--- config.mk ---
export PLATFORM = sky130hd
export DESIGN_NAME = mel_player
export DESIGN_NICKNAME = d
export VERILOG_FILES = /design/src/rtl/mel_pkg.sv /design/src/rtl/mel_tick_gen.sv /design/src/rtl/mel_score_seq.sv /design/src/rtl/mel_tone_gen.sv /design/src/rtl/mel_seg_disp.sv /design/src/rtl/mel_player.sv
export SDC_FILE = /design/constraint.sdc
export NUM_CORES = 1
export LEC_CHECK = 0
export BUFFER_PORTS_ARGS = -buffer_cell sky130_fd_sc_hd__buf_2
export CAP_MARGIN = 20
export CORE_ASPECT_RATIO = 0.9
export CORE_MARGIN = 2
export CORE_UTILIZATION = 44
export DETAILED_ROUTE_END_ITERATION = 12
export HOLD_SLACK_MARGIN = 0.05
export SLEW_MARGIN = 5
export SYNTH_ARGS = -nofsm -noshare
export SYNTH_HDL_FRONTEND = slang
export SYNTH_HIERARCHICAL = 1
export SYNTH_SLANG_ARGS = --single-unit
--- constraint.sdc ---
create_clock -name clk -period 10.2 [get_ports clk]
set_clock_uncertainty 0.15 [all_clocks]
set_input_delay 1.02 -clock clk [delete_from_list [all_inputs] [get_ports clk]]
set_output_delay 1.02 -clock clk [all_outputs]
set_load 0.1 [all_outputs]
--- src/rtl/mel_pkg.sv ---
package mel_pkg;

    localparam int SONG_W = 3;
    localparam int DIV_W  = 12;
    localparam int SEG_W  = 7;

    typedef enum logic [1:0] {
        P_IDLE  = 2'd0,
        P_SOUND = 2'd1,
        P_REST  = 2'd2
    } play_state_t;

    typedef struct packed {
        logic [1:0] oct;
        logic [2:0] deg;
    } note_t;

    // Built-in test tunes: octave walks low/mid/high, degree offset by tune.
    function automatic note_t score_note(input logic [SONG_W-1:0] song,
                                         input int unsigned       pos);
        note_t n;
        n.oct = 2'(pos % 3);
        n.deg = 3'((pos + int'(song)) % 8);
        return n;
    endfunction

    // Divider for the microsecond tick; zero means rest.
    function automatic logic [DIV_W-1:0] note_div(input note_t n);
        logic [DIV_W-1:0] d;
        d = '0;
        unique case (n.oct)
            2'd0: begin
                unique case (n.deg)
                    3'd1: d = 12'd3823;
                    3'd2: d = 12'd3405;
                    3'd3: d = 12'd3034;
                    3'd4: d = 12'd2863;
                    3'd5: d = 12'd2551;
                    3'd6: d = 12'd2273;
                    3'd7: d = 12'd2025;
                    default: d = '0;
                endcase
            end
            2'd1: begin
                unique case (n.deg)
                    3'd1: d = 12'd1911;
                    3'd2: d = 12'd1703;
                    3'd3: d = 12'd1517;
                    3'd4: d = 12'd1432;
                    3'd5: d = 12'd1276;
                    3'd6: d = 12'd1137;
                    3'd7: d = 12'd1012;
                    default: d = '0;
                endcase
            end
            2'd2: begin
                unique case (n.deg)
                    3'd1: d = 12'd956;
                    3'd2: d = 12'd851;
                    3'd3: d = 12'd758;
                    3'd4: d = 12'd716;
                    3'd5: d = 12'd638;
                    3'd6: d = 12'd568;
                    3'd7: d = 12'd506;
                    default: d = '0;
                endcase
            end
            default: d = '0;
        endcase
        return d;
    endfunction

    // Active-low glyph, bit order {g,f,e,d,c,b,a}.
    function automatic logic [SEG_W-1:0] digit_glyph(input logic [3:0] v);
        logic [SEG_W-1:0] g;
        unique case (v)
            4'd0: g = 7'b1000000;
            4'd1: g = 7'b1111001;
            4'd2: g = 7'b0100100;
            4'd3: g = 7'b0110000;
            4'd4: g = 7'b0011001;
            4'd5: g = 7'b0010010;
            4'd6: g = 7'b0000010;
            4'd7: g = 7'b1111000;
            4'd8: g = 7'b0000000;
            default: g = 7'b1111111;
        endcase
        return g;
    endfunction

endpackage

--- src/rtl/mel_tick_gen.sv ---
module mel_tick_gen #(
    parameter int CLK_DIV  = 50,
    parameter int STEP_DIV = 250000
) (
    input  logic clk,
    input  logic rst_n,
    input  logic restart,
    output logic us_tick,
    output logic step_tick
);
    localparam int PRE_W  = (CLK_DIV  > 1) ? $clog2(CLK_DIV)  : 1;
    localparam int STEP_W = (STEP_DIV > 1) ? $clog2(STEP_DIV) : 1;
    localparam logic [PRE_W-1:0]  PRE_LAST  = PRE_W'(CLK_DIV - 1);
    localparam logic [STEP_W-1:0] STEP_LAST = STEP_W'(STEP_DIV - 1);

    logic [PRE_W-1:0]  pre_q;
    logic [STEP_W-1:0] step_q;

    assign us_tick   = (pre_q == PRE_LAST);
    assign step_tick = us_tick && (step_q == STEP_LAST);

    // First stage: system clock down to the microsecond tick.
    always_ff @(posedge clk or negedge rst_n) begin
        if (!rst_n) begin
            pre_q <= '0;
        end else if (restart || us_tick) begin
            pre_q <= '0;
        end else begin
            pre_q <= pre_q + 1'b1;
        end
    end

    // Second stage: microsecond tick down to the score step.
    always_ff @(posedge clk or negedge rst_n) begin
        if (!rst_n) begin
            step_q <= '0;
        end else if (restart || step_tick) begin
            step_q <= '0;
        end else if (us_tick) begin
            step_q <= step_q + 1'b1;
        end
    end

endmodule

--- src/rtl/mel_score_seq.sv ---
module mel_score_seq
    import mel_pkg::*;
#(
    parameter int STEPS = 57,
    parameter int POS_W = $clog2(STEPS)
) (
    input  logic                 clk,
    input  logic                 rst_n,
    input  logic                 enable,
    input  logic [SONG_W-1:0]    song_sel,
    input  logic                 step_tick,
    output logic                 restart,
    output logic                 note_start,
    output logic [POS_W-1:0]     pos,
    output logic [SONG_W-1:0]    song,
    output logic [DIV_W-1:0]     div,
    output play_state_t          state
);
    localparam logic [POS_W-1:0] POS_LAST = POS_W'(STEPS - 1);

    logic [SONG_W-1:0] sel_q;
    logic [POS_W-1:0]  pos_q;
    logic [POS_W-1:0]  pos_d;
    logic [DIV_W-1:0]  div_q;
    logic [DIV_W-1:0]  div_d;
    logic              rest_d;
    play_state_t       state_q;
    play_state_t       state_d;

    assign restart    = (song_sel != sel_q);
    assign note_start = restart || step_tick;

    // Position of the note that the next edge will play; restart has priority.
    always_comb begin
        if (restart) begin
            pos_d = '0;
        end else if (step_tick) begin
            pos_d = (pos_q == POS_LAST) ? '0 : pos_q + 1'b1;
        end else begin
            pos_d = pos_q;
        end
        div_d  = note_div(score_note(song_sel, int'(pos_d)));
        rest_d = (div_d == '0);
    end

    always_ff @(posedge clk or negedge rst_n) begin
        if (!rst_n) begin
            sel_q <= '0;
            pos_q <= '0;
            div_q <= '0;
        end else begin
            sel_q <= song_sel;
            pos_q <= pos_d;
            div_q <= div_d;
        end
    end

    // State register.
    always_ff @(posedge clk or negedge rst_n) begin
        if (!rst_n) begin
            state_q <= P_IDLE;
        end else begin
            state_q <= state_d;
        end
    end

    // Next-state logic.
    always_comb begin
        state_d = state_q;
        unique case (state_q)
            P_IDLE: begin
                if (enable) begin
                    state_d = rest_d ? P_REST : P_SOUND;
                end
            end
            P_SOUND: begin
                if (!enable) begin
                    state_d = P_IDLE;
                end else if (note_start && rest_d) begin
                    state_d = P_REST;
                end
            end
            P_REST: begin
                if (!enable) begin
                    state_d = P_IDLE;
                end else if (note_start && !rest_d) begin
                    state_d = P_SOUND;
                end
            end
            default: state_d = P_IDLE;
        endcase
    end

    assign pos   = pos_q;
    assign song  = sel_q;
    assign div   = div_q;
    assign state = state_q;

endmodule

--- src/rtl/mel_tone_gen.sv ---
module mel_tone_gen
    import mel_pkg::*;
(
    input  logic             clk,
    input  logic             rst_n,
    input  logic             enable,
    input  logic             sounding,
    input  logic             note_start,
    input  logic             us_tick,
    input  logic [DIV_W-1:0] div,
    output logic             pulse,
    output logic             tog
);
    logic [DIV_W-1:0] cnt_q;
    logic             pulse_q;
    logic             tog_q;
    logic             hold;

    assign hold = note_start || !enable || !sounding;

    // Reload pulse, then toggle on the pulse; every note starts in phase.
    always_ff @(posedge clk or negedge rst_n) begin
        if (!rst_n) begin
            cnt_q   <= '0;
            pulse_q <= 1'b0;
            tog_q   <= 1'b0;
        end else if (hold) begin
            cnt_q   <= '0;
            pulse_q <= 1'b0;
            tog_q   <= 1'b0;
        end else begin
            pulse_q <= 1'b0;
            if (us_tick) begin
                if (cnt_q == '0) begin
                    cnt_q   <= div;
                    pulse_q <= 1'b1;
                end else begin
                    cnt_q <= cnt_q - 1'b1;
                end
            end
            if (pulse_q) begin
                tog_q <= ~tog_q;
            end
        end
    end

    assign pulse = pulse_q;
    assign tog   = tog_q;

endmodule

--- src/rtl/mel_seg_disp.sv ---
module mel_seg_disp
    import mel_pkg::*;
(
    input  play_state_t       state,
    input  logic [SONG_W-1:0] song,
    output logic [SEG_W-1:0]  seg_n
);
    // Output decode from the sequencer state.
    always_comb begin
        unique case (state)
            P_SOUND, P_REST: seg_n = digit_glyph(4'(song) + 4'd1);
            P_IDLE:          seg_n = digit_glyph(4'd0);
            default:         seg_n = digit_glyph(4'd0);
        endcase
    end

endmodule

--- src/rtl/mel_player.sv ---
module mel_player
    import mel_pkg::*;
#(
    parameter int CLK_DIV  = 50,
    parameter int STEP_DIV = 250000,
    parameter int STEPS    = 57
) (
    input  logic              clk,
    input  logic              start_n,
    input  logic              enable,
    input  logic [SONG_W-1:0] song_sel,
    output logic              tone_out,
    output logic [SEG_W-1:0]  seg_n
);
    localparam int POS_W = $clog2(STEPS);

    logic             us_tick_w;
    logic             step_tick_w;
    logic             restart_w;
    logic             note_start_w;
    logic [POS_W-1:0] pos_w;
    logic [SONG_W-1:0] song_w;
    logic [DIV_W-1:0] div_w;
    play_state_t      state_w;
    logic             pulse_w;
    logic             tog_w;

    mel_tick_gen #(
        .CLK_DIV  (CLK_DIV),
        .STEP_DIV (STEP_DIV)
    ) u_tick (
        .clk       (clk),
        .rst_n     (start_n),
        .restart   (restart_w),
        .us_tick   (us_tick_w),
        .step_tick (step_tick_w)
    );

    mel_score_seq #(
        .STEPS (STEPS),
        .POS_W (POS_W)
    ) u_seq (
        .clk        (clk),
        .rst_n      (start_n),
        .enable     (enable),
        .song_sel   (song_sel),
        .step_tick  (step_tick_w),
        .restart    (restart_w),
        .note_start (note_start_w),
        .pos        (pos_w),
        .song       (song_w),
        .div        (div_w),
        .state      (state_w)
    );

    mel_tone_gen u_tone (
        .clk        (clk),
        .rst_n      (start_n),
        .enable     (enable),
        .sounding   (state_w == P_SOUND),
        .note_start (note_start_w),
        .us_tick    (us_tick_w),
        .div        (div_w),
        .pulse      (pulse_w),
        .tog        (tog_w)
    );

    mel_seg_disp u_disp (
        .state (state_w),
        .song  (song_w),
        .seg_n (seg_n)
    );

    assign tone_out = tog_w && enable;

endmodule

==> flow_summary.json, run 1 <==
{
  "ys_top_cells_by_area": "dfrtp_1, xor2_1, nor2_1",
  "seq_area_frac_synth_pct": 33.2,
  "layout-drive-gt1-share_pct": 12.1,
  "min_period_ns": 7.84,
  "cp.required_ns": 10.24,
  "min_path_cells": 1,
  "cts.clk_slew.worst_paths_ns": 0.05,
  "synth_top_cell_area_share_pct": 33.2,
  "synth_most_common_cell": "dfrtp_1",
  "htreeDepth": 3,
  "vias_per_cell": 6.06,
  "crit_path_max_fanout": 11,
  "path_class": "flop to flop",
  "maxCapViolations": 0,
  "drt-total-wl_um": 10900,
  "fmax_ghz": 0.128,
  "min_path_type": "flop to flop",
  "cts-hold-fix-buffers": 0,
  "vias": 4000,
  "rows": 35,
  "synth_common_cells": "dfrtp_1, nor2_1, nand2_1",
  "cts_resized": 0,
  "gr-total-overflow": 0,
  "cts_setup_buffers": 0,
  "grt_antenna_before_repair": 0,
  "grt_pass1_vias": 3766,
  "top_layer_used": "met4",
  "clock_latency_ns": 0.32,
  "ios": 14,
  "synth_nets": 541,
  "grt_usage_pct": 20.2,
  "endpoint_kind": "flop",
  "ys_ff_latch": 61,
  "drt-initial-drc-count": 269,
  "wl_met3_um": 486,
  "fin_nets": 550,
  "dp_hpwl_um": 7540,
  "slew_viol_final": 0,
  "synth_edf_count": 0,
  "drc": 0,
  "cts_made_buffers": 9,
  "postSynth.asyncResetShare_pct": 100,
  "synth.avg_cell_area_um2": 8.90,
  "postRouteAntennaNets": 0,
  "ir_drop_mv": 0.0968,
  "cp-start-kind": "flop",
  "io_buffer_count": 13,
  "period_share_pct": 76.9,
  "core_um2": 10200,
  "crit_arrival_ns": 7.88,
  "fin_util_pct": 49.5,
  "outcome": "finished clean",
  "syn_inst": 517,
  "rsz0062_at_grt": "false",
  "cts-root-buf": "clkbuf_16",
  "relSlewSlack_pct": 45.8,
  "cts_tree": "yes",
  "fin_tns_setup_ns": 0,
  "hold_viol_final": 0,
  "die_w_um": 112,
  "synth_top_area_cell": "dfrtp_1",
  "drtPass1Iterations": 5,
  "dieArea_um2": 11300,
  "wl_met2_um": 4850,
  "wl_met1_um": 5370,
  "setup-violations-final": 0,
  "worstMarginPinSlew_ns": 0.808,
  "netlist_area_um2": 4600,
  "power_density_nw_per_um2": 132,
  "routedWlPerCell_um": 16.5,
  "p_leak_uw": 0.00207,
  "grt_max_degree": 62,
  "routabilityCongestion": 0.913,
  "grt_pass1_wl_um": 18700,
  "floorplan.initialDensity_pct": 45.1,
  "cts.sinks": 61,
  "ys.flop_type": "dfrtp_1",
  "yosys_warnings": 6,
  "antenna_cells": 0,
  "ff2ff_path_depth": 23,
  "yosysUniqueCellTypes": 94,
  "syn_to_final_growth_pct": 9.79,
  "cts_buffer_depth": 2,
  "die_h_um": 101
}
-- power by group --
group          switching (uW)  internal (uW)  leakage [uW]
clock                     103            226      0.000163
combinational            65.1           20.1       0.00110
sequential               5.51            248      0.000810
total                     173            494       0.00207
-- worst max-delay path: stages, from the launching register on --
cell,delay [ns]
dfrtp_1,0.43
nor3b_2,0.27
nand3_2,0.18
nor4_2,0.61
buf_4,0.27
nand4_1,0.11
or3_4,0.38
a211oi_4,0.41
ha_1,0.32
or3b_1,0.37
mux2i_2,0.24
xor2_1,0.34
a22oi_1,0.17
a32o_1,0.30
ha_1,0.23
a211oi_2,0.30
xor2_1,0.26
nor2_1,0.17
ha_1,0.21
a311o_1,0.35
a21o_1,0.29
a21oi_1,0.70
o22ai_1,0.20
a2111oi_1,0.44
-- final cells by class --
| class | instances | area (um2) |
|---|---|---|
| fill | 975 | 5150 |
| multi-input combinational | 418 | 2870 |
| sequential | 61 | 1530 |
| clock buffer | 12 | 256 |
| tap | 129 | 161 |
| timing repair buffer | 17 | 95.1 |
| inverter | 19 | 71.3 |
| clock inverter | 4 | 70.1 |
-- per-stage QoR --
stage	hold WS (ns)	cell area [um2]	setup WS, ns	power [uW]	std cells
finish	0.347	5050	2.36	668	660
global route	0.377	5050	1.83	696	660
CTS	0.347	5040	2.14	675	659
detailed placement	0.341	4720	2.37	342	643
global placement	0.338	4720	2.63	342	643
floorplan	0.311	4600	3.69	323	517
-- sequential cells by signal, indices dropped and copies added, names as in the netlist --
name / cells
u_tone/cnt_q: 12
u_tick/step_q: 18
u_seq/state: 2
u_tick/pre_q: 6
u_seq/song: 3
u_tone/tog: 1
u_tone/pulse: 1
u_seq/pos: 6
u_seq/div: 12
-- kinds of logic after synthesis --
kind of cell    count (synthesis)  synth area share (%)
compound gates                134                  20.9
xor+xnor                       40                  7.94
fa+ha+maj                      18                  5.06
buf+inv                        38                  4.43
flops                          61                  33.2
mux                            11                  2.53
simple gates                  215                  25.9
-- placed cells by master, fill, tap and decap left out, drive strengths merged, types with 4 or more instances in the layout --
cell,synthesis,final
a21oi,29,29
nand4b,4,4
a211oi,11,11
o221ai,4,4
dfrtp,61,61
buf,10,17
o31ai,7,7
nor3b,5,5
ha,17,17
inv,18,18
xnor2,14,14
o211ai,4,4
nor3,20,20
nand2,39,39
nor4,6,6
clkbuf,9,12
and3,6,6
or2,4,4
mux2i,9,9
nor4b,5,5
or3,8,8
o22ai,5,5
and2,5,5
a31oi,10,10
o21ai,21,21
nor2,59,59
nand4,8,8
a2111oi,4,4
nand3,27,27
xor2,26,26
-- final timing paths --
path	startpoint	endpoint	slack, ns
min in group asynchronous	start_n	u_tick/step_q[10]	0.70
hold reg to reg	u_tick/pre_q[0]	u_tick/pre_q[0]	0.35
setup reg to reg	u_tick/pre_q[2]	u_seq/div[4]	2.36
max in group asynchronous	start_n	u_seq/div[4]	8.68
hold / removal	u_tick/pre_q[0]	u_tick/pre_q[0]	0.35
setup / recovery	u_tick/pre_q[2]	u_seq/div[4]	2.36
-- layer usage --
layer / vias to the layer above / global-route usage [%]
met1: 1909 / 29.5
met4: 0 / 7.98
li1: 1944 / -
met2: 124 / 30.4
met3: 23 / 2.95
met5: - / 0
(Power assumes the default switching activity.)
==> run 2, diff against run 1 <==
==> constraint.sdc (replaced) <==
create_clock -name clk -period 7.6 [get_ports clk]
set_clock_uncertainty 0.15 [all_clocks]
set_input_delay 0.76 -clock clk [delete_from_list [all_inputs] [get_ports clk]]
set_output_delay 0.76 -clock clk [all_outputs]
set_load 0.1 [all_outputs]
==> flow_summary.json, run 2 (synthesized netlist as in run 1, its figures left out) <==
{
  "outcome": "finished clean",
  "antenna_cells": 0,
  "reg2reg_from": "u_tick/pre_q[2]",
  "drt-initial-drc-count": 267,
  "place_ws_ns": 0.549,
  "fin_util_pct": 49.3,
  "hp-start": "u_tick/pre_q[0]",
  "period_share_pct": 92.1,
  "drt-total-wl_um": 10600,
  "dieArea_um2": 11300,
  "cp.required_ns": 7.64,
  "grt_pass1_wl_um": 18200,
  "min_period_ns": 7.00,
  "dpl_cell_area_um2": 4730,
  "cts_setup_buffers": 0,
  "final_common_cell": "dfrtp_1",
  "cts_buffer_depth": 2,
  "multi_input_area_um2": 2880,
  "cp-start-kind": "flop",
  "fin_tns_setup_ns": 0,
  "fillCellCount": 918,
  "critPathTopFamily": "simple AND/OR/NAND/NOR gates",
  "fin_area_um2": 5030,
  "dp_hpwl_um": 7570,
  "ff_latch_area_um2": 1530,
  "min_path_cells": 1,
  "cts.sinks": 61,
  "core_um2": 10200,
  "p_leak_uw": 0.00206,
  "gr-total-overflow": 0,
  "hold_viol_final": 0,
  "ff2ff_path_depth": 23,
  "hold_end": "u_tick/pre_q[0]",
  "crit_buf_inv": 1,
  "reg2reg_to": "u_seq/div[4]",
  "grt_max_degree": 62,
  "rsz0062_at_grt": "false",
  "max_stage_delay_ns": 0.58,
  "layout-drive-gt1-share_pct": 12.1,
  "drtPass1Iterations": 5,
  "setup-violations-final": 0,
  "routedWlPerCell_um": 16.1,
  "routabilityCongestion": 0.904,
  "htreeDepth": 3,
  "floorplan.initialDensity_pct": 45.1,
  "cts_made_buffers": 9,
  "largest-register": "u_tick/step_q",
  "total_power_uw": 852,
  "largest_reg_flops": 18,
  "critPathLaunch": "u_tick/pre_q[2]",
  "worstMarginPinSlew_ns": 0.774,
  "crit_arrival_ns": 7.04,
  "io_buffer_count": 13,
  "crit_path_frequent_cell": "ha_1",
  "vias": 4012,
  "grt_antenna_before_repair": 0,
  "min_path_type": "flop to flop",
  "fmax_ghz": 0.143,
  "cpMaxStageDelayCell": "xnor2_1",
  "ir_drop_mv": 0.119,
  "r2r_slack_ns": 0.60,
  "layout_setup_ws_ns": 0.601,
  "cts.clk_slew.worst_paths_ns": 0.05,
  "rows": 35,
  "power_density_nw_per_um2": 169,
  "fin_nets": 551,
  "vias_per_cell": 6.08,
  "ios": 14,
  "cts-root-buf": "clkbuf_16",
  "drc": 0,
  "postRouteAntennaNets": 0,
  "path_cells": "nor3b_2 -> nand3_2 -> nor4_2 -> buf_4 -> nand4b_1 -> nor2_1 -> a211oi_4 -> ha_1 -> or3b_1 -> mux2i_2 -> xor2_1 -> a22oi_1 -> a32o_1 -> ha_1 -> a211oi_2 -> xor2_1 -> nor2_1 -> ha_1 -> a311o_1 -> a21oi_4 -> xnor2_1 -> o22ai_1 -> a2111oi_1",
  "mostFrequentLayoutCells": "dfrtp_1, nor2_1, nand2_1",
  "cts_tree": "yes",
  "die_h_um": 101,
  "syn_to_final_growth_pct": 9.36,
  "endpoint_kind": "flop",
  "clock_latency_ns": 0.33,
  "grt_pass1_vias": 3718,
  "die_w_um": 112,
  "crit_path_max_fanout": 13,
  "path_class": "flop to flop",
  "grt_usage_pct": 19.6,
  "relSlewSlack_pct": 48.0,
  "slew_viol_final": 0,
  "maxCapViolations": 0
}
-- run 2: cell count changes in the layout (fill, tap and decap cells not counted), sizes merged --
| cell | change |
|---|---|
| buf | +1 |
| bufinv | -1 |
| clkbuf | -1 |
| clkinv | +1 |
-- run 2: report_power, final --
part	total, uW	internal [uW]	leakage, uW	switching, uW
Combinational	115	27.0	0.00110	87.7
Sequential	340	333	0.000810	7.01
Clock	397	260	0.000145	138
Total	852	620	0.00206	232
-- run 2: what timing repair did --
action                                  4_1_cts  5_1_grt
hold endpoints to repair                      0        0
hold buffers                                  0        0
gates resized for setup                       0        1
endpoints found under the setup margin        0        1
-- run 2: layout make-up --
| class | count | share of cell area, % |
|---|---|---|
| inverter | 19 | 1.42 |
| multi-input combinational | 418 | 57.2 |
| sequential | 61 | 30.3 |
| timing repair buffer | 18 | 2.04 |
| clock buffer | 11 | 4.83 |
| clock inverter | 4 | 0.970 |
| tap | 129 | 3.21 |
-- run 2: worst max-delay path by stage --
stage,to,slack (ns),depth (start not counted)
2_1_floorplan,u_seq/div[5],1.09,24
3_3_place_gp,u_seq/div[7],0.80,22
3_5_place_dp,u_seq/div[4],0.55,23
4_1_cts,u_seq/div[4],0.52,23
5_1_grt,u_seq/div[4],0.14,23
6_report,u_seq/div[4],0.60,23
-- run 2: routing by layer --
layer / part of all wire, % / global-route usage (%) / vias up / routed length [um]
li1: - / - / 1959 / -
met1: 49 / 28.5 / 1900 / 5160
met2: 44 / 29.6 / 135 / 4640
met3: 5.9 / 3.13 / 18 / 621
met4: 1.8 / 7.22 / 0 / 187
met5: 0 / 0 / - / 0
-- run 2: per-stage QoR --
| step | hold WS (ns) | instances |
|---|---|---|
| global route | 0.375 | 660 |
| floorplan | 0.311 | 517 |
| finish | 0.344 | 660 |
| global placement | 0.337 | 645 |
| CTS | 0.353 | 660 |
| detailed placement | 0.341 | 645 |
-- run 2: worst reg2reg max path: stages, from the launching register on --
cell,delay (ns)
dfrtp_1,0.43
nor3b_2,0.25
nand3_2,0.16
nor4_2,0.38
buf_4,0.25
nand4b_1,0.16
nor2_1,0.39
a211oi_4,0.11
ha_1,0.35
or3b_1,0.38
mux2i_2,0.24
xor2_1,0.30
a22oi_1,0.16
a32o_1,0.29
ha_1,0.22
a211oi_2,0.31
xor2_1,0.15
nor2_1,0.37
ha_1,0.22
a311o_1,0.26
a21oi_4,0.13
xnor2_1,0.58
o22ai_1,0.18
a2111oi_1,0.44
